--- config.mk ---
export PLATFORM = sky130hd
export DESIGN_NAME = i2c_bus_clear
export DESIGN_NICKNAME = d
export VERILOG_FILES = /design/src/rtl/busclr_pkg.sv /design/src/rtl/busclr_sync.sv /design/src/rtl/busclr_timer.sv /design/src/rtl/busclr_ctrl.sv /design/src/rtl/i2c_bus_clear.sv
export SDC_FILE = /design/constraint.sdc
export NUM_CORES = 1
export LEC_CHECK = 0
export BUFFER_PORTS_ARGS = -buffer_cell sky130_fd_sc_hd__buf_2
export CORE_MARGIN = 8
export CORE_UTILIZATION = 50
export DETAILED_ROUTE_END_ITERATION = 7
export PLACE_DENSITY = 0.7
export SETUP_SLACK_MARGIN = 0.5
export SYNTH_ARGS = -nofsm -noshare
export SYNTH_HDL_FRONTEND = slang
export SYNTH_HIERARCHICAL = 1
export SYNTH_SLANG_ARGS = --single-unit
--- constraint.sdc ---
create_clock -name clk -period 4.15 [get_ports clk]
set_input_delay 0.415 -clock clk [delete_from_list [all_inputs] [get_ports clk]]
set_output_delay 0.415 -clock clk [all_outputs]
set_load 0.1 [all_outputs]
--- src/rtl/busclr_pkg.sv ---
package busclr_pkg;

  typedef enum logic [3:0] {
    ST_IDLE,
    ST_POLL,
    ST_POLL_GAP,
    ST_CHECK,
    ST_SCL_LO,
    ST_SCL_HI,
    ST_START,
    ST_STOP,
    ST_SETTLE,
    ST_DONE
  } seq_st_e;

  // line_drv encoding: [1] SDA release, [0] SCL release
  localparam logic [1:0] DRV_FREE   = 2'b11;
  localparam logic [1:0] DRV_SCL_LO = 2'b10;
  localparam logic [1:0] DRV_SDA_LO = 2'b01;

  function automatic int us_to_cyc(input int hz, input int us);
    int c;
    c = (hz / 1000) * us / 1000;
    return (c < 1) ? 1 : c;
  endfunction

  function automatic int max_of4(input int a, input int b, input int c, input int d);
    int m;
    m = a;
    if (b > m) m = b;
    if (c > m) m = c;
    if (d > m) m = d;
    return m;
  endfunction

endpackage

--- src/rtl/busclr_sync.sv ---
module busclr_sync #(
  parameter int W      = 2,
  parameter int STAGES = 2
) (
  input  logic         clk,
  input  logic         rst,
  input  logic [W-1:0] din,
  output logic [W-1:0] dout
);

  logic [W-1:0] stg [STAGES];

  for (genvar g = 0; g < STAGES; g++) begin : g_stage
    if (g == 0) begin : g_first
      always_ff @(posedge clk) begin
        if (rst) stg[g] <= '1;
        else     stg[g] <= din;
      end
    end else begin : g_next
      always_ff @(posedge clk) begin
        if (rst) stg[g] <= '1;
        else     stg[g] <= stg[g-1];
      end
    end
  end

  assign dout = stg[STAGES-1];

endmodule

--- src/rtl/busclr_timer.sv ---
module busclr_timer #(
  parameter int CW = 8
) (
  input  logic          clk,
  input  logic          rst,
  input  logic          load,
  input  logic [CW-1:0] val,
  output logic          expired
);

  logic [CW-1:0] cnt;

  // Loaded on state entry with val-1: the state lasts exactly val cycles.
  always_ff @(posedge clk) begin
    if (rst)              cnt <= '0;
    else if (load)        cnt <= val - 1'b1;
    else if (cnt != '0)   cnt <= cnt - 1'b1;
  end

  assign expired = (cnt == '0);

endmodule

--- src/rtl/busclr_ctrl.sv ---
module busclr_ctrl
  import busclr_pkg::*;
#(
  parameter int POLL_TRIES = 10,
  parameter int MAX_PULSES = 10,
  parameter int GAP_C      = 4,
  parameter int HALF_C     = 4,
  parameter int HOLD_C     = 4,
  parameter int SAMPLE_C   = 3,
  parameter int CW         = 8
) (
  input  logic          clk,
  input  logic          rst,
  input  logic          start_i,
  input  logic          xfer_busy_i,
  input  logic          lines_ok,
  input  logic          tmr_done,
  output logic          tmr_load,
  output logic [CW-1:0] tmr_val,
  output logic [1:0]    line_drv_o,
  output logic          ctrl_rst_o,
  output logic          busy_o,
  output logic          done_o,
  output logic          ok_o
);

  localparam int TRY_W = $clog2(POLL_TRIES + 1);
  localparam int PUL_W = $clog2(MAX_PULSES + 1);

  seq_st_e           state, state_n;
  logic [TRY_W-1:0]  tries;
  logic [PUL_W-1:0]  pulses;
  logic              clear_ok;
  logic              accept;

  assign accept = (state == ST_IDLE) && start_i;

  always_comb begin
    state_n = state;
    unique case (state)
      ST_IDLE:     if (start_i) state_n = ST_POLL;
      ST_POLL:     if (!xfer_busy_i || tries == TRY_W'(POLL_TRIES - 1)) state_n = ST_CHECK;
                   else state_n = ST_POLL_GAP;
      ST_POLL_GAP: if (tmr_done) state_n = ST_POLL;
      ST_CHECK:    if (tmr_done) begin
                     if (lines_ok || pulses == PUL_W'(MAX_PULSES)) state_n = ST_START;
                     else state_n = ST_SCL_LO;
                   end
      ST_SCL_LO:   if (tmr_done) state_n = ST_SCL_HI;
      ST_SCL_HI:   if (tmr_done) state_n = ST_CHECK;
      ST_START:    if (tmr_done) state_n = ST_STOP;
      ST_STOP:     if (tmr_done) state_n = ST_SETTLE;
      ST_SETTLE:   if (tmr_done) state_n = ST_DONE;
      ST_DONE:     state_n = ST_IDLE;
      default:     state_n = ST_IDLE;
    endcase
  end

  assign tmr_load = (state_n != state);

  always_comb begin
    unique case (state_n)
      ST_POLL_GAP:                    tmr_val = CW'(GAP_C);
      ST_CHECK:                       tmr_val = CW'(SAMPLE_C);
      ST_SCL_LO, ST_SCL_HI:           tmr_val = CW'(HALF_C);
      ST_START, ST_STOP, ST_SETTLE:   tmr_val = CW'(HOLD_C);
      default:                        tmr_val = CW'(1);
    endcase
  end

  always_ff @(posedge clk) begin
    if (rst) begin
      state      <= ST_IDLE;
      tries      <= '0;
      pulses     <= '0;
      clear_ok   <= 1'b0;
      line_drv_o <= DRV_FREE;
      ctrl_rst_o <= 1'b0;
      busy_o     <= 1'b0;
      done_o     <= 1'b0;
      ok_o       <= 1'b0;
    end else begin
      state <= state_n;

      if (accept)                                          tries <= '0;
      else if (state == ST_POLL && state_n == ST_POLL_GAP) tries <= tries + 1'b1;

      if (accept)                                          pulses <= '0;
      else if (state_n == ST_SCL_LO && state != ST_SCL_LO) pulses <= pulses + 1'b1;

      if (state == ST_CHECK && tmr_done) clear_ok <= lines_ok;

      unique case (state_n)
        ST_SCL_LO: line_drv_o <= DRV_SCL_LO;
        ST_START:  line_drv_o <= DRV_SDA_LO;
        default:   line_drv_o <= DRV_FREE;
      endcase

      ctrl_rst_o <= (state_n == ST_CHECK)  || (state_n == ST_SCL_LO) ||
                    (state_n == ST_SCL_HI) || (state_n == ST_START)  ||
                    (state_n == ST_STOP);
      busy_o     <= (state_n != ST_IDLE);
      done_o     <= (state_n == ST_DONE);

      if (accept)                  ok_o <= 1'b0;
      else if (state_n == ST_DONE) ok_o <= clear_ok;
    end
  end

endmodule

--- src/rtl/i2c_bus_clear.sv ---
module i2c_bus_clear #(
  parameter int CLK_HZ      = 100_000_000,
  parameter int POLL_TRIES  = 10,
  parameter int POLL_GAP_US = 500,
  parameter int MAX_PULSES  = 10,
  parameter int HALF_US     = 100,
  parameter int HOLD_US     = 1000,
  parameter int SYNC_STAGES = 2
) (
  input  logic       clk,
  input  logic       rst,
  input  logic       start_i,
  input  logic       xfer_busy_i,
  input  logic [1:0] line_sense_i,
  output logic [1:0] line_drv_o,
  output logic       ctrl_rst_o,
  output logic       busy_o,
  output logic       done_o,
  output logic       ok_o
);

  localparam int GAP_C    = busclr_pkg::us_to_cyc(CLK_HZ, POLL_GAP_US);
  localparam int HALF_C   = busclr_pkg::us_to_cyc(CLK_HZ, HALF_US);
  localparam int HOLD_C   = busclr_pkg::us_to_cyc(CLK_HZ, HOLD_US);
  localparam int SAMPLE_C = SYNC_STAGES + 1;
  localparam int MAX_C    = busclr_pkg::max_of4(GAP_C, HALF_C, HOLD_C, SAMPLE_C);
  localparam int CW       = $clog2(MAX_C + 1);

  logic [1:0]    sense_s;
  logic          tmr_load, tmr_done;
  logic [CW-1:0] tmr_val;

  busclr_sync #(.W(2), .STAGES(SYNC_STAGES)) u_sync (
    .clk  (clk),
    .rst  (rst),
    .din  (line_sense_i),
    .dout (sense_s)
  );

  busclr_timer #(.CW(CW)) u_timer (
    .clk     (clk),
    .rst     (rst),
    .load    (tmr_load),
    .val     (tmr_val),
    .expired (tmr_done)
  );

  busclr_ctrl #(
    .POLL_TRIES (POLL_TRIES),
    .MAX_PULSES (MAX_PULSES),
    .GAP_C      (GAP_C),
    .HALF_C     (HALF_C),
    .HOLD_C     (HOLD_C),
    .SAMPLE_C   (SAMPLE_C),
    .CW         (CW)
  ) u_ctrl (
    .clk         (clk),
    .rst         (rst),
    .start_i     (start_i),
    .xfer_busy_i (xfer_busy_i),
    .lines_ok    (&sense_s),
    .tmr_done    (tmr_done),
    .tmr_load    (tmr_load),
    .tmr_val     (tmr_val),
    .line_drv_o  (line_drv_o),
    .ctrl_rst_o  (ctrl_rst_o),
    .busy_o      (busy_o),
    .done_o      (done_o),
    .ok_o        (ok_o)
  );

endmodule

# Word level (Yosys, flattened, before mapping)
# Memories as Yosys holds them, arrays and structs flattened.
# Index checks and enable logic that the tools add are counted.
[word_totals]
ramBits = 4
memories = 1
input_bits = 6
ff_bits = 36
elab_cells = 77
[classes]
mux = 20
addsub = 4
n_reduce_logical = 20
n_eq_ne = 20
bitwise = 2
[mem_list]
columns = ["name", "words", "width", "rd", "rd_clocked_by_memory_dff", "write_ports", "line_no", "text"]
rows = [
  ["u_sync.stg", 2, 2, 2, 0, 2, "busclr_sync.sv:11", "logic [W-1:0] stg [STAGES];"],
]
[ops]
columns = ["cell", "count"]
rows = [
  ["$pmux W17 S4", 1],
  ["$pmux W4 S9", 1],
  ["$mux W17", 2],
  ["$sub A17 B1 Y17 const B", 2],
  ["$eq A4 B3 Y1 const B", 8],
  ["$mux W4", 8],
  ["$eq A4 B4 Y1 const B", 5],
  ["$logic_not A17 Y1", 1],
  ["$reduce_bool A17 Y1", 1],
  ["$eq A4 B2 Y1 const B", 4],
  ["$add A4 B1 Y4 const B", 2],
  ["$logic_or A1 B1 Y1", 6],
  ["$mux W2", 3],
  ["$eq A4 B1 Y1 const B", 1],
  ["$logic_and A1 B1 Y1", 4],
  ["$logic_not A4 Y1", 1],
  ["$mux W1", 4],
  ["$ne A4 B3 Y1 const B", 1],
  ["$ne A4 B4 Y1", 1],
  ["$pmux W2 S2", 1],
  ["$reduce_bool A4 Y1", 1],
  ["$reduce_or A2 Y1", 2],
  ["$reduce_or A3 Y1", 1],
  ["$or A1 B1 Y1", 2],
  ["3 further kinds", 3],
]

# Depth between registers and ports, before layout
# Gate-level depths: netlist of run 1.
# An unclocked memory read counts as a cell.
[depth]
depth_word = 11
mapped_depth = 19
mapped_depth_nobuf = 15

# Hierarchy
# The synthesis of run 1 kept the hierarchy.
[modules_own_cells]
columns = ["module", "cells_per_inst", "area_per_inst_um2", "seq_area_each_um2", "n_inst"]
rows = [
  ["busclr_ctrl", 142, 1151.1, 380.4, 1],
  ["busclr_timer", 123, 1106.1, 340.3, 1],
  ["busclr_sync", 8, 105.1, 80.1, 1],
  ["i2c_bus_clear", 1, 6.3, 0.0, 1],
]

# Worst setup path before layout of run 1
# Ideal clock, no wire load.
[synth_path]
kind = "register -> register"
startpoint = "register u_timer.cnt[8]"
endpoint = "register u_timer.cnt[14]"
setup_ns = 0.114
setup_slack_ns = 0.360
n_path_buf = 4
path_stages_with_launch = 19
required_time_ns = 4.036
arrival_time_ns = 3.676
cell_sequence = "dfxtp_1 nor4_1 nand4_1 nor4_4 buf_2 nand2_1 a31oi_1 a31oi_1 o32a_1 buf_6 buf_4 buf_2 mux2i_1 ha_1 nor4b_1 a31oi_1 nor4_1 xor2_1 nor2_1"
[synth_via]
word_cells_on_any_way = 26
classes_between = "2 x add/sub; 8 x eq/ne; 11 x mux; 5 x reduce/logical"
[synth_rtl]
columns = ["item", "line_no", "text"]
rows = [
  ["start: declaration", "busclr_timer.sv:11", "logic [CW-1:0] cnt;"],
  ["start signal: assignment", "busclr_timer.sv:16", "else if (load) cnt <= val - 1'b1;"],
  ["start signal: assignment", "busclr_timer.sv:17", "else if (cnt != '0) cnt <= cnt - 1'b1;"],
  ["$logic_not A17 Y1 (*)", "busclr_timer.sv:20", "assign expired = (cnt == '0);"],
  ["net tmr_done", "i2c_bus_clear.sv:30", "logic tmr_load, tmr_done;"],
  ["$mux W4, or another cell as far along", "busclr_ctrl.sv:53", "ST_SETTLE: if (tmr_done) state_n = ST_DONE;"],
  ["$pmux W4 S9 (*)", "busclr_ctrl.sv:40", "unique case (state)"],
  ["$ne A4 B4 Y1 (*)", "busclr_ctrl.sv:59", "assign tmr_load = (state_n != state);"],
  ["net tmr_load", "i2c_bus_clear.sv:30", ""],
  ["$mux W17 / $reduce_bool A2 Y1 (equally long branches)", "n/a", ""],
]
# Mark *: on every way through the listed nets, which the timed path passes. The rest lies on a longest branch. The select of a mux whose other input is x is not followed.
# A chain may end at the register's enable or synchronous reset.

# Final worst setup path of run 1
[layout_path]
startpoint = "register u_timer.cnt[9]"
endpoint = "register u_timer.cnt[16]"
[layout_via]
elab_chain_cells = 8
word_cells_on_any_way = 26
classes_between = "2 x add/sub; 8 x eq/ne; 11 x mux; 5 x reduce/logical"
[layout_rtl]
columns = ["item", "line_no", "text"]
rows = [
  ["$logic_not A17 Y1 (*)", "busclr_timer.sv:20", ""],
  ["net tmr_done", "i2c_bus_clear.sv:30", ""],
  ["$mux W4, or another cell as far along", "busclr_ctrl.sv:53", ""],
  ["$pmux W4 S9 (*)", "busclr_ctrl.sv:40", ""],
  ["$eq A4 B4 Y1 / $eq A4 B3 Y1 (equally long branches)", "busclr_ctrl.sv:62", "unique case (state_n)"],
  ["$reduce_or A3 Y1 / $reduce_or A2 Y1 (equally long branches)", "busclr_ctrl.sv:62", ""],
  ["$pmux W17 S4 (*)", "busclr_ctrl.sv:62", ""],
  ["net tmr_val[1]", "i2c_bus_clear.sv:31", "logic [CW-1:0] tmr_val;"],
  ["$sub A17 B1 Y17 (*)", "busclr_timer.sv:16", ""],
  ["$mux W17 (*)", "busclr_timer.sv:16", ""],
]
# Marks and branches as above.

==> results of run 1 <==
-- what timing repair did --
| item | 4_1_cts | 5_1_grt |
|---|---|---|
| gates resized for setup | 7 | 16 |
| endpoints found under the setup margin | 11 | 13 |
| setup buffers | 2 | 3 |
| pin swaps | 4 | 5 |
-- cell type report --
| cell class | instances | area [µm²] | area share |
|---|---|---|---|
| Clock buffer | 6 | 82.6 | 0.0309 |
| Multi-Input combinational cell | 207 | 1530 | 0.572 |
| Tap cell | 54 | 67.6 | 0.0253 |
| Sequential cell | 40 | 801 | 0.300 |
| Inverter | 9 | 33.8 | 0.0127 |
| Timing Repair Buffer | 21 | 141 | 0.0530 |
| Clock inverter | 2 | 15.0 | 0.00563 |
-- power breakdown --
group	switching [W]	internal, W
clock network	0.000142	0.000135
registers	0.0000946	0.000464
logic	0.000644	0.000487
total	0.000881	0.00109
-- per-layer routing --
metal  vias up  wire, µm  GRT usage
met1       918      2450      0.184
met3         9       189     0.0386
met4         0       115     0.0631
met5         -         0          0
li1        987         -          -
met2        38      2510      0.235
-- cells in the final DEF (no fill, tap or decap), types with 5 or more instances in the layout --
cell                        n
sky130_fd_sc_hd__dfxtp_1   40
sky130_fd_sc_hd__nor2_1    35
sky130_fd_sc_hd__a21oi_1   14
sky130_fd_sc_hd__nand2_1   12
sky130_fd_sc_hd__mux2i_1   12
sky130_fd_sc_hd__buf_2     11
sky130_fd_sc_hd__xor2_1     9
sky130_fd_sc_hd__buf_4      8
sky130_fd_sc_hd__inv_1      8
sky130_fd_sc_hd__nand2b_1   7
sky130_fd_sc_hd__nor3_1     7
sky130_fd_sc_hd__xnor2_1    7
sky130_fd_sc_hd__nor4_2     7
sky130_fd_sc_hd__clkbuf_8   6
sky130_fd_sc_hd__or2_1      5
sky130_fd_sc_hd__or3_1      5
sky130_fd_sc_hd__o21ai_0    5
sky130_fd_sc_hd__nand3_1    5
-- state kept, by name, indices dropped and copies added (netlist names) --
register and flops:
u_ctrl/busy_o 1, u_ctrl/clear_ok 1, u_ctrl/ctrl_rst_o 1, u_ctrl/done_o 1, u_ctrl/line_drv_o 2, u_ctrl/ok_o 1
u_ctrl/pulses 4, u_ctrl/state 4, u_ctrl/tries 4, u_sync/stg 4, u_timer/cnt 17
-- kinds of logic after synthesis --
kind of cell / share of synthesized area
other: 0.00158
flip-flops: 0.338
AND/OR/NAND/NOR: 0.273
XOR/XNOR: 0.0592
multiplexers: 0.0713
adder cells (fa/ha/maj): 0.0264
AO/OA/AOI/OAI: 0.157
buffers and inverters: 0.0734
-- per-stage QoR --
step / setup WS, ps / power, W
global placement: 321 / 0.00151
floorplan: 500 / 0.00137
global route: 489 / 0.00210
detailed placement: 212 / 0.00152
finish: 621 / 0.00197
CTS: 475 / 0.00186
-- path summary, 6_finish.rpt --
check,to,depth (start not counted),startpoint,slack (ps)
max reg2reg,u_timer/cnt[16],17,u_timer/cnt[9],620
min reg2reg,u_sync/stg[1][0],1,u_sync/stg[0][0],410
max,u_timer/cnt[16],17,u_timer/cnt[9],620
min,u_sync/stg[0][0],2,line_sense_i[0],290
==> reports/qor.tcl, run 1 <==
set qor(final.setup.tns_ps) 0
set qor(grt_start_max_net_pins) 33
set qor(result_of_the_run) {finished clean}
set qor(post-place-cells) 326
set qor(cts-hold-fix-buffers) 0
set qor(worstSetupEndpointType) {flop}
set qor(timing_worst_setup_path_type) {reg2reg}
set qor(die_area_um2) 7200
set qor(grt_setup_unrepaired) {false}
set qor(drive_gt1_frac) 0.242
set qor(placement.cell_area_um2) 2410
set qor(p_leak_nw) 0.999
set qor(timing.clock.skew_ps) 7.81
set qor(cp_slowest_cell) {sky130_fd_sc_hd__a221o_1}
set qor(postSynthCellCount) 274
set qor(placement_rows) 25
set qor(fp.dieH_um) 84.8
set qor(worst_path_dominant_cell_family) {simple AND/OR/NAND/NOR gates}
set qor(cts.reportedPaths.clkPinSlew_ps) 80
set qor(antenna_found_initial) 0
set qor(vdd_ir_drop_max_uv) 440
set qor(cp_data_arrival_time_ps) 3710
set qor(ant_nets) 0
set qor(clk_root_buffer_cell) {sky130_fd_sc_hd__clkbuf_8}
set qor(place.gp.congestion) 0.895
set qor(avgSynthCellArea_um2) 8.64
set qor(design.portCount) 12
set qor(vias) 1952
set qor(finalCritPeriodShare) 0.850
set qor(synth-main-ff-cell) {sky130_fd_sc_hd__dfxtp_1}
set qor(most_numerous_cell_in_the_yosys_netlist) {sky130_fd_sc_hd__dfxtp_1}
set qor(num_antenna_cells) 0
set qor(routedWlPerCell_um) 15.5
set qor(synthToLayoutAreaGrowth_pct) 12.7
set qor(synth-seq-area-share) 0.338
set qor(syn_area_um2) 2370
set qor(synth_warnings) 6
set qor(report.final.setup_viol) 0
set qor(pwr_density_cell_nw_per_um2) 737
set qor(synth_common_cells) {sky130_fd_sc_hd__dfxtp_1, sky130_fd_sc_hd__nor2_1, sky130_fd_sc_hd__a21oi_1, sky130_fd_sc_hd__nand2_1, sky130_fd_sc_hd__mux2i_1}
set qor(grt_use_total) 0.148
set qor(dp.final_hpwl_um) 3550
set qor(async_reset_ff_frac) 0
set qor(grt_first_pass_wirelength_um) 8630
set qor(cpPeakStageDelay_ps) 360
set qor(synth_cell_types) 59
set qor(finalCoreUtilization) 0.573
set qor(clk_latency_ps) 300
set qor(synth.top_cell.area_share) 0.338
set qor(hold_violations) 0
set qor(fin_cells) 339
set qor(fillerInstances) 408
set qor(number_of_buffers_created_by_cts) 5
set qor(drtIter0Drc) 98
set qor(grt_overflow_total) 0
set qor(series_of_cell_instances_along_the_critical_path) {nor4_4, nand4_1, nor4_4, buf_4, nand3_1, a221o_1, and3_4, nand2_1, nor2_2, mux2i_1, ha_2, nor4b_2, a31oi_1, buf_4, nor4_2, xor2_1, nor2_1}
set qor(first_global_vias) 1748
set qor(final_design_area_no_fill_um2) 2670
set qor(crit_fanout) 11
set qor(floorplan.initialDensity) 0.508
set qor(timing.fmax_mhz) 283
set qor(clock_sink_count) 40
set qor(drv_slew) 0
set qor(synth_area_leaders) {sky130_fd_sc_hd__dfxtp_1, sky130_fd_sc_hd__nor2_1, sky130_fd_sc_hd__mux2i_1, sky130_fd_sc_hd__xor2_1, sky130_fd_sc_hd__a21oi_1}
set qor(cp-start-kind) {flop}
set qor(route.detailed.drc) 0
set qor(htreeDepth) 2
set qor(synth.ff_latch_count) 40
set qor(floorplan.core_area_um2) 4660
set qor(cap_violations) 0
set qor(final_period_minus_worst_setup_slack_ps) 3530
set qor(number_of_enable_type_register_cells_in_the_synthesized_netlist) 0
set qor(floorplan.die.width_um) 84.8
set qor(ctsLongestPathBuffers) 2
set qor(hold_slack_ps) 288
set qor(critical_path_buf_inv_count) 2
set qor(vias_per_cell) 5.76
set qor(drt_pre_antenna_iters) 4
set qor(cts_tree) {yes}
set qor(hold_path_class) {in2reg}
set qor(drt-total-wl_um) 5270
set qor(finish.net_count) 295
set qor(timing.critical_path.required_ps) 4330
set qor(portBuffers) 11
set qor(synthDominantAreaCellType) {sky130_fd_sc_hd__dfxtp_1}
Note: power is estimated with default switching activity, not from simulation.
==> run 2: changes to the inputs <==
CAP_MARGIN = 20   (was default)
CTS_BUF_LIST = sky130_fd_sc_hd__clkbuf_16   (was default)
==> run 2 against run 1 <==
Against the previous run: non-clock buffer count unchanged; critical path depth decreased by 1; worst setup slack worse by 34 ps; utilization is 0.97 points higher; critical endpoint is now u_timer/cnt[14]; via count grew 0.87%; total power up 4.7%; combinational power barely moved.
==> reports/qor.tcl, run 2 (synthesis results as in run 1) <==
set qor(timing.critical_path.mode_cell) {sky130_fd_sc_hd__buf_4}
set qor(cpPeakStageDelay_ps) 350 ;# about the same
set qor(clock_sink_count) 40 ;# unchanged
set qor(critical_path_buf_inv_count) 4 ;# +2
set qor(hold_violations) 0 ;# unchanged
set qor(vdd_ir_drop_max_uv) 469 ;# +6.6%
set qor(layout.cells.most_common_list) {sky130_fd_sc_hd__dfxtp_1, sky130_fd_sc_hd__nor2_1, sky130_fd_sc_hd__a21oi_1}
set qor(placement.cell_area_um2) 2410 ;# unchanged
set qor(clk_root_buffer_cell) {sky130_fd_sc_hd__clkbuf_16}
set qor(report.final.setup_viol) 0 ;# unchanged
set qor(finish.net_count) 295 ;# unchanged
set qor(drv_slew) 0 ;# unchanged
set qor(timing.critical_path.required_ps) 4310 ;# -20 ps
set qor(routedWlPerCell_um) 15.5 ;# -0.23%
set qor(grt_overflow_total) 0 ;# unchanged
set qor(die_area_um2) 7200 ;# unchanged
set qor(drive_gt1_frac) 0.232 ;# -0.0105
set qor(finalCritPeriodShare) 0.858 ;# +0.00811
set qor(cts_tree) {yes}
set qor(reg2reg_depth) 16 ;# -1
set qor(place.gp.congestion) 0.895 ;# unchanged
set qor(ant_nets) 0 ;# unchanged
set qor(series_of_cell_instances_along_the_critical_path) {nor4_4, nand4_1, nor4_4, buf_4, buf_4, nand4b_1, o221ai_2, buf_4, nand2b_1, o22ai_1, buf_4, nor4b_4, o21bai_4, nor4_1, xor2_1, nor2_1}
set qor(min_from) {line_sense_i[0]}
set qor(synthToLayoutAreaGrowth_pct) 14.6
set qor(design.portCount) 12 ;# unchanged
set qor(pwr_density_cell_nw_per_um2) 759 ;# +3.0%
set qor(final.setup.tns_ps) 0 ;# unchanged
set qor(timing.clock.skew_ps) 4.04 ;# -3.76 ps
set qor(min_delay_path_depth) 2 ;# unchanged
set qor(rrSetupSlack_ps) 590 ;# -30 ps
set qor(htreeDepth) 2 ;# unchanged
set qor(antenna_found_initial) 0 ;# unchanged
set qor(drtIter0Drc) 109 ;# +11%
set qor(cp_data_arrival_time_ps) 3720 ;# about the same
set qor(final_design_area_no_fill_um2) 2710 ;# +1.7%
set qor(timing.fmax_mhz) 281 ;# -0.95%
set qor(worstSetupEndpointType) {flop}
set qor(vias_per_cell) 5.81 ;# +0.87%
set qor(grt_start_max_net_pins) 33 ;# unchanged
set qor(grt_first_pass_wirelength_um) 8730 ;# +1.1%
set qor(grt_use_total) 0.149 ;# +0.00121
set qor(number_of_buffers_created_by_cts) 5 ;# unchanged
set qor(cp-start-kind) {flop}
set qor(clk_latency_ps) 280 ;# -20 ps
set qor(hold_slack_ps) 312 ;# +24.1 ps
set qor(dp.final_hpwl_um) 3550 ;# unchanged
set qor(drt-total-wl_um) 5260 ;# -0.23%
set qor(grt_setup_unrepaired) {true}
set qor(ctsLongestPathBuffers) 2 ;# unchanged
set qor(layout_commonest_cell) {sky130_fd_sc_hd__dfxtp_1}
set qor(cp_slowest_cell) {sky130_fd_sc_hd__dfxtp_1}
set qor(hold_path_class) {in2reg}
set qor(num_antenna_cells) 0 ;# unchanged
set qor(crit_fanout) 11 ;# unchanged
set qor(slew_headroom) 0.637
set qor(final_period_minus_worst_setup_slack_ps) 3560 ;# +33.7 ps
set qor(vias) 1969 ;# +0.87%
set qor(largest_register_ffs) 17 ;# unchanged
set qor(route.detailed.drc) 0 ;# unchanged
set qor(finalPower_w) 0.00206 ;# +4.7%
set qor(drt_pre_antenna_iters) 4 ;# unchanged
set qor(floorplan.initialDensity) 0.508 ;# unchanged
set qor(placement_rows) 25 ;# unchanged
set qor(worstHoldEndpoint) {u_sync/stg[0][0]}
set qor(cap_violations) 0 ;# unchanged
set qor(timing.rr.end) {u_timer/cnt[14]}
set qor(worst_path_dominant_cell_family) {simple AND/OR/NAND/NOR gates}
set qor(path_depth) 16 ;# -1
set qor(p_leak_nw) 1.02 ;# +2.4%
set qor(timing_worst_setup_path_type) {reg2reg}
set qor(floorplan.core_area_um2) 4660 ;# unchanged
set qor(floorplan.die.width_um) 84.8 ;# unchanged
set qor(timing.rr.start) {u_timer/cnt[9]}
set qor(portBuffers) 11 ;# unchanged
set qor(cts.reportedPaths.clkPinSlew_ps) 60 ;# -20 ps
set qor(result_of_the_run) {finished clean}
set qor(fp.dieH_um) 84.8 ;# unchanged
set qor(worstMarginPinSlew_ps) 537
set qor(first_global_vias) 1801 ;# +3.0%
set qor(max_flop_register) {u_timer/cnt}
## run 2: per-stage QoR
stage / util / setup WS (ps) / cells
final: 0.582 / 588 / 339
after global routing: 0.582 / 422 / 339
after CTS: 0.559 / 461 / 336
after detailed placement: 0.518 / 212 / 326
after global placement: 0.518 / 321 / 326
after floorplan: - / 500 / 277
## run 2: worst max path at each step
stage,to,startpoint,slack [ps]
3_5_place_dp,u_timer/cnt[13],u_timer/cnt[8],210
4_1_cts,u_timer/cnt[13],u_timer/cnt[8],460
2_1_floorplan,u_timer/cnt[16],u_timer/cnt[8],500
6_report,u_timer/cnt[14],u_timer/cnt[9],590
5_1_grt,u_timer/cnt[15],u_timer/cnt[9],420
3_3_place_gp,u_timer/cnt[15],u_timer/cnt[8],320
## run 2: report_power, final
group / leakage (nW) / total, W / switching [W] / internal, W
Sequential: 0.327 / 0.000562 / 0.0000966 / 0.000465
Clock: 0.0635 / 0.000372 / 0.000151 / 0.000220
Combinational: 0.632 / 0.00113 / 0.000637 / 0.000490
## run 2: what timing repair did
action / CTS / global route
hold buffers: 0 / 0
gates resized for setup: 6 / 16
hold endpoints to repair: 0 / 0
pin swaps: 3 / 7
setup endpoints to repair: 10 / 13
gates cloned: 0 / 0
setup buffers: 2 / 3
## run 2: metal layers
metal,global-route usage,share of wire
met2,0.236,0.49
met1,0.183,0.44
met5,0,0
met3,0.0425,0.041
met4,0.0647,0.028
## run 2: final cells by class
class / instances / area, µm²
fillers: 402 / 1950
multi-input cells: 207 / 1530
flip-flops and latches: 40 / 801
repair buffers: 21 / 138
clock buffers: 5 / 125
well taps: 54 / 67.6
inverters: 9 / 33.8
clock inverters: 3 / 18.8
==> run 3: changes to the inputs <==
CORE_ASPECT_RATIO = 1.5   (was default)
==> run 3 against run 2 <==
Against the previous run: via count unchanged; highest routed layer unchanged; utilization rose by 4.6 points; clock skew decreased by 1.1 ps; register-to-register slack better by 80 ps; critical path depth down 3; fmax grew 2.2%; hold slack improved by 0.56 ps; clock power grew 13%; global-route usage is 0.41 points lower; count of clock-buffer cells in the layout unchanged; cell count rose by 3.8%; flip-flop and latch count stayed put.
==> reports/qor.tcl, run 3 (synthesis results as in run 1) <==
set qor(result_of_the_run) {finished clean}
set qor(ant_nets) 0 ;# unchanged
set qor(max_flop_register) {u_timer/cnt}
set qor(min_delay_path_depth) 2 ;# unchanged
set qor(drv_slew) 0 ;# unchanged
set qor(worst_path_dominant_cell_family) {simple AND/OR/NAND/NOR gates}
set qor(floorplan.core_area_um2) 4540 ;# -2.6%
set qor(floorplan.initialDensity) 0.521 ;# +0.0133
set qor(route.detailed.drc) 0 ;# unchanged
set qor(layout.cells.most_common_list) {sky130_fd_sc_hd__dfxtp_1, sky130_fd_sc_hd__nor2_1, sky130_fd_sc_hd__a21oi_1}
set qor(place.gp.congestion) 0.842 ;# -5.9%
set qor(cts_tree) {yes}
set qor(power_report.internal_total_w) 0.00128 ;# +8.9%
set qor(antenna_found_initial) 0 ;# unchanged
set qor(synthToLayoutAreaGrowth_pct) 20.4
set qor(grt_setup_unrepaired) {true}
set qor(cp_slowest_cell) {sky130_fd_sc_hd__dfxtp_1}
set qor(reg2reg_depth) 13 ;# -3
set qor(finalCritPeriodShare) 0.840 ;# -0.0185
set qor(comb_power_share) 0.550 ;# +0.003
set qor(routedWlPerCell_um) 15.2 ;# -2.2%
set qor(layout_commonest_cell) {sky130_fd_sc_hd__dfxtp_1}
set qor(final.setup.tns_ps) 0 ;# unchanged
set qor(hold_path_class) {in2reg}
set qor(grt_first_pass_wirelength_um) 8440 ;# -3.3%
set qor(die_area_um2) 7240 ;# +0.63%
set qor(hold_violations) 0 ;# unchanged
set qor(num_antenna_cells) 0 ;# unchanged
set qor(pwr_density_cell_nw_per_um2) 776 ;# +2.2%
set qor(drt_pre_antenna_iters) 4 ;# unchanged
set qor(drtIter0Drc) 100 ;# -8.3%
set qor(cpPeakStageDelay_ps) 360 ;# about the same
set qor(cts.reportedPaths.clkPinSlew_ps) 60 ;# about the same
set qor(number_of_buffers_created_by_cts) 5 ;# unchanged
set qor(critical_path_buf_inv_count) 1 ;# -3
set qor(fp.dieH_um) 100 ;# +18%
set qor(timing.critical_path.mode_cell) {sky130_fd_sc_hd__nor4_4}
set qor(timing.fmax_mhz) 287 ;# +2.2%
set qor(grt_start_max_net_pins) 30 ;# -9.1%
set qor(series_of_cell_instances_along_the_critical_path) {nor4_4, nand4_1, nor4_4, nand2_1, a31oi_2, a31oi_1, o32a_2, buf_8, mux2_4, o21bai_4, or2_2, o21ai_1, a21oi_1}
set qor(vdd_ir_drop_max_uv) 408 ;# -13%
set qor(ctsLongestPathBuffers) 2 ;# unchanged
set qor(hold_slack_ps) 313 ;# +0.559 ps
set qor(htreeDepth) 2 ;# unchanged
set qor(portBuffers) 11 ;# unchanged
set qor(design.portCount) 12 ;# unchanged
set qor(timing_worst_setup_path_type) {reg2reg}
set qor(floorplan.die.width_um) 72.2 ;# -15%
set qor(final_period_minus_worst_setup_slack_ps) 3490 ;# -76.8 ps
set qor(switching_power_w) 0.000933 ;# +5.4%
set qor(cts-hold-fix-buffers) 0 ;# unchanged
set qor(sw_ratio) 0.422 ;# -0.00796
set qor(cp_data_arrival_time_ps) 3640 ;# -80 ps
set qor(first_global_vias) 1836 ;# +1.9%
set qor(worstSetupEndpointType) {flop}
set qor(dp.final_hpwl_um) 3760 ;# +5.8%
set qor(timing.clock.skew_ps) 2.91 ;# -1.13 ps
set qor(finish.net_count) 298 ;# +1.0%
set qor(p_leak_nw) 1.07 ;# +4.9%
set qor(clk_root_buffer_cell) {sky130_fd_sc_hd__clkbuf_16}
set qor(vias_per_cell) 5.59 ;# -3.7%
set qor(p_seq_frac) 0.259 ;# -0.014
set qor(min_from) {line_sense_i[0]}
set qor(rrSetupSlack_ps) 660 ;# +80 ps
set qor(grt_use_total) 0.145 ;# -0.00415
set qor(crit_fanout) 29 ;# +18
set qor(clock_sink_count) 40 ;# unchanged
set qor(timing.critical_path.required_ps) 4300 ;# about the same
set qor(worstHoldEndpoint) {u_sync/stg[0][0]}
set qor(drive_gt1_frac) 0.271 ;# +0.0393
set qor(grt_overflow_total) 0 ;# unchanged
set qor(cap_violations) 0 ;# unchanged
set qor(cp-start-kind) {flop}
set qor(timing.rr.start) {u_timer/cnt[9]}
set qor(clk_latency_ps) 280 ;# about the same
set qor(largest_register_ffs) 17 ;# unchanged
set qor(drt-total-wl_um) 5340 ;# +1.6%
set qor(timing.rr.end) {u_timer/cnt[11]}
set qor(report.final.setup_viol) 0 ;# unchanged
set qor(vias) 1969 ;# unchanged
set qor(placement_rows) 30 ;# +20%
set qor(pwr-share-clk) 0.191 ;# +0.011
-- run 3: timing repair --
| item | CTS | global route |
|---|---|---|
| setup endpoints to repair | 10 | 13 |
| cloned | 0 | 1 |
| gates resized for setup | 8 | 27 |
| setup buffers | 2 | 5 |
| pin swaps | 4 | 11 |
-- run 3: how the worst max path moves through the flow --
stage | from | end | slack [ps] | cells after the start
detailed placement | u_timer/cnt[8] | u_timer/cnt[10] | 310 | 16
global route | u_timer/cnt[9] | u_timer/cnt[13] | 460 | 14
CTS | u_timer/cnt[8] | u_timer/cnt[14] | 510 | 14
floorplan | u_timer/cnt[8] | u_timer/cnt[16] | 500 | 18
global placement | u_timer/cnt[8] | u_timer/cnt[12] | 390 | 16
finish | u_timer/cnt[9] | u_timer/cnt[11] | 660 | 13
-- run 3: power by group through the flow --
stage | clock, W | combinational [W] | sequential, W
2_1_floorplan | 0 | 0.000799 | 0.000569
3_3_place_gp | 0 | 0.000958 | 0.000558
3_5_place_dp | 0 | 0.000965 | 0.000557
4_1_cts | 0.000431 | 0.00102 | 0.000555
5_1_grt | 0.000449 | 0.00132 | 0.000585
6_report | 0.000422 | 0.00122 | 0.000573
-- run 3: area by class of cell --
cell class	instances	area, µm²
fill	376	1690
tap	64	80.1
multi-input combinational	208	1620
clock inverter	3	38.8
inverter	9	33.8
clock buffer	5	125
timing repair buffer	23	156
sequential	40	802
-- run 3: metrics by stage --
step	worst slack, ps	utilization	power [W]	cell area, µm²	cells
floorplan	500	-	0.00137	2400	277
global placement	395	0.534	0.00152	2430	336
detailed placement	305	0.534	0.00152	2430	336
CTS	507	0.583	0.00201	2650	346
global route	458	0.628	0.00236	2850	352
finish	665	0.628	0.00221	2850	352
-- run 3: worst reg2reg max path, delay by kind of cell (launching register included) --
family,cells,cell delay (ps)
AOI/OAI and AO/OA,6,1100
buffers and inverters,1,220
DFF,1,360
muxes,1,340
and+or+nand+nor,5,1330
-- run 3: layer usage --
metal  up-vias  GRT usage  share of wire
met5         -          0              0
met2        24      0.271           0.55
met4         0     0.0758          0.015
met3         7     0.0230          0.025
li1        996          -              -
met1       942      0.147           0.41
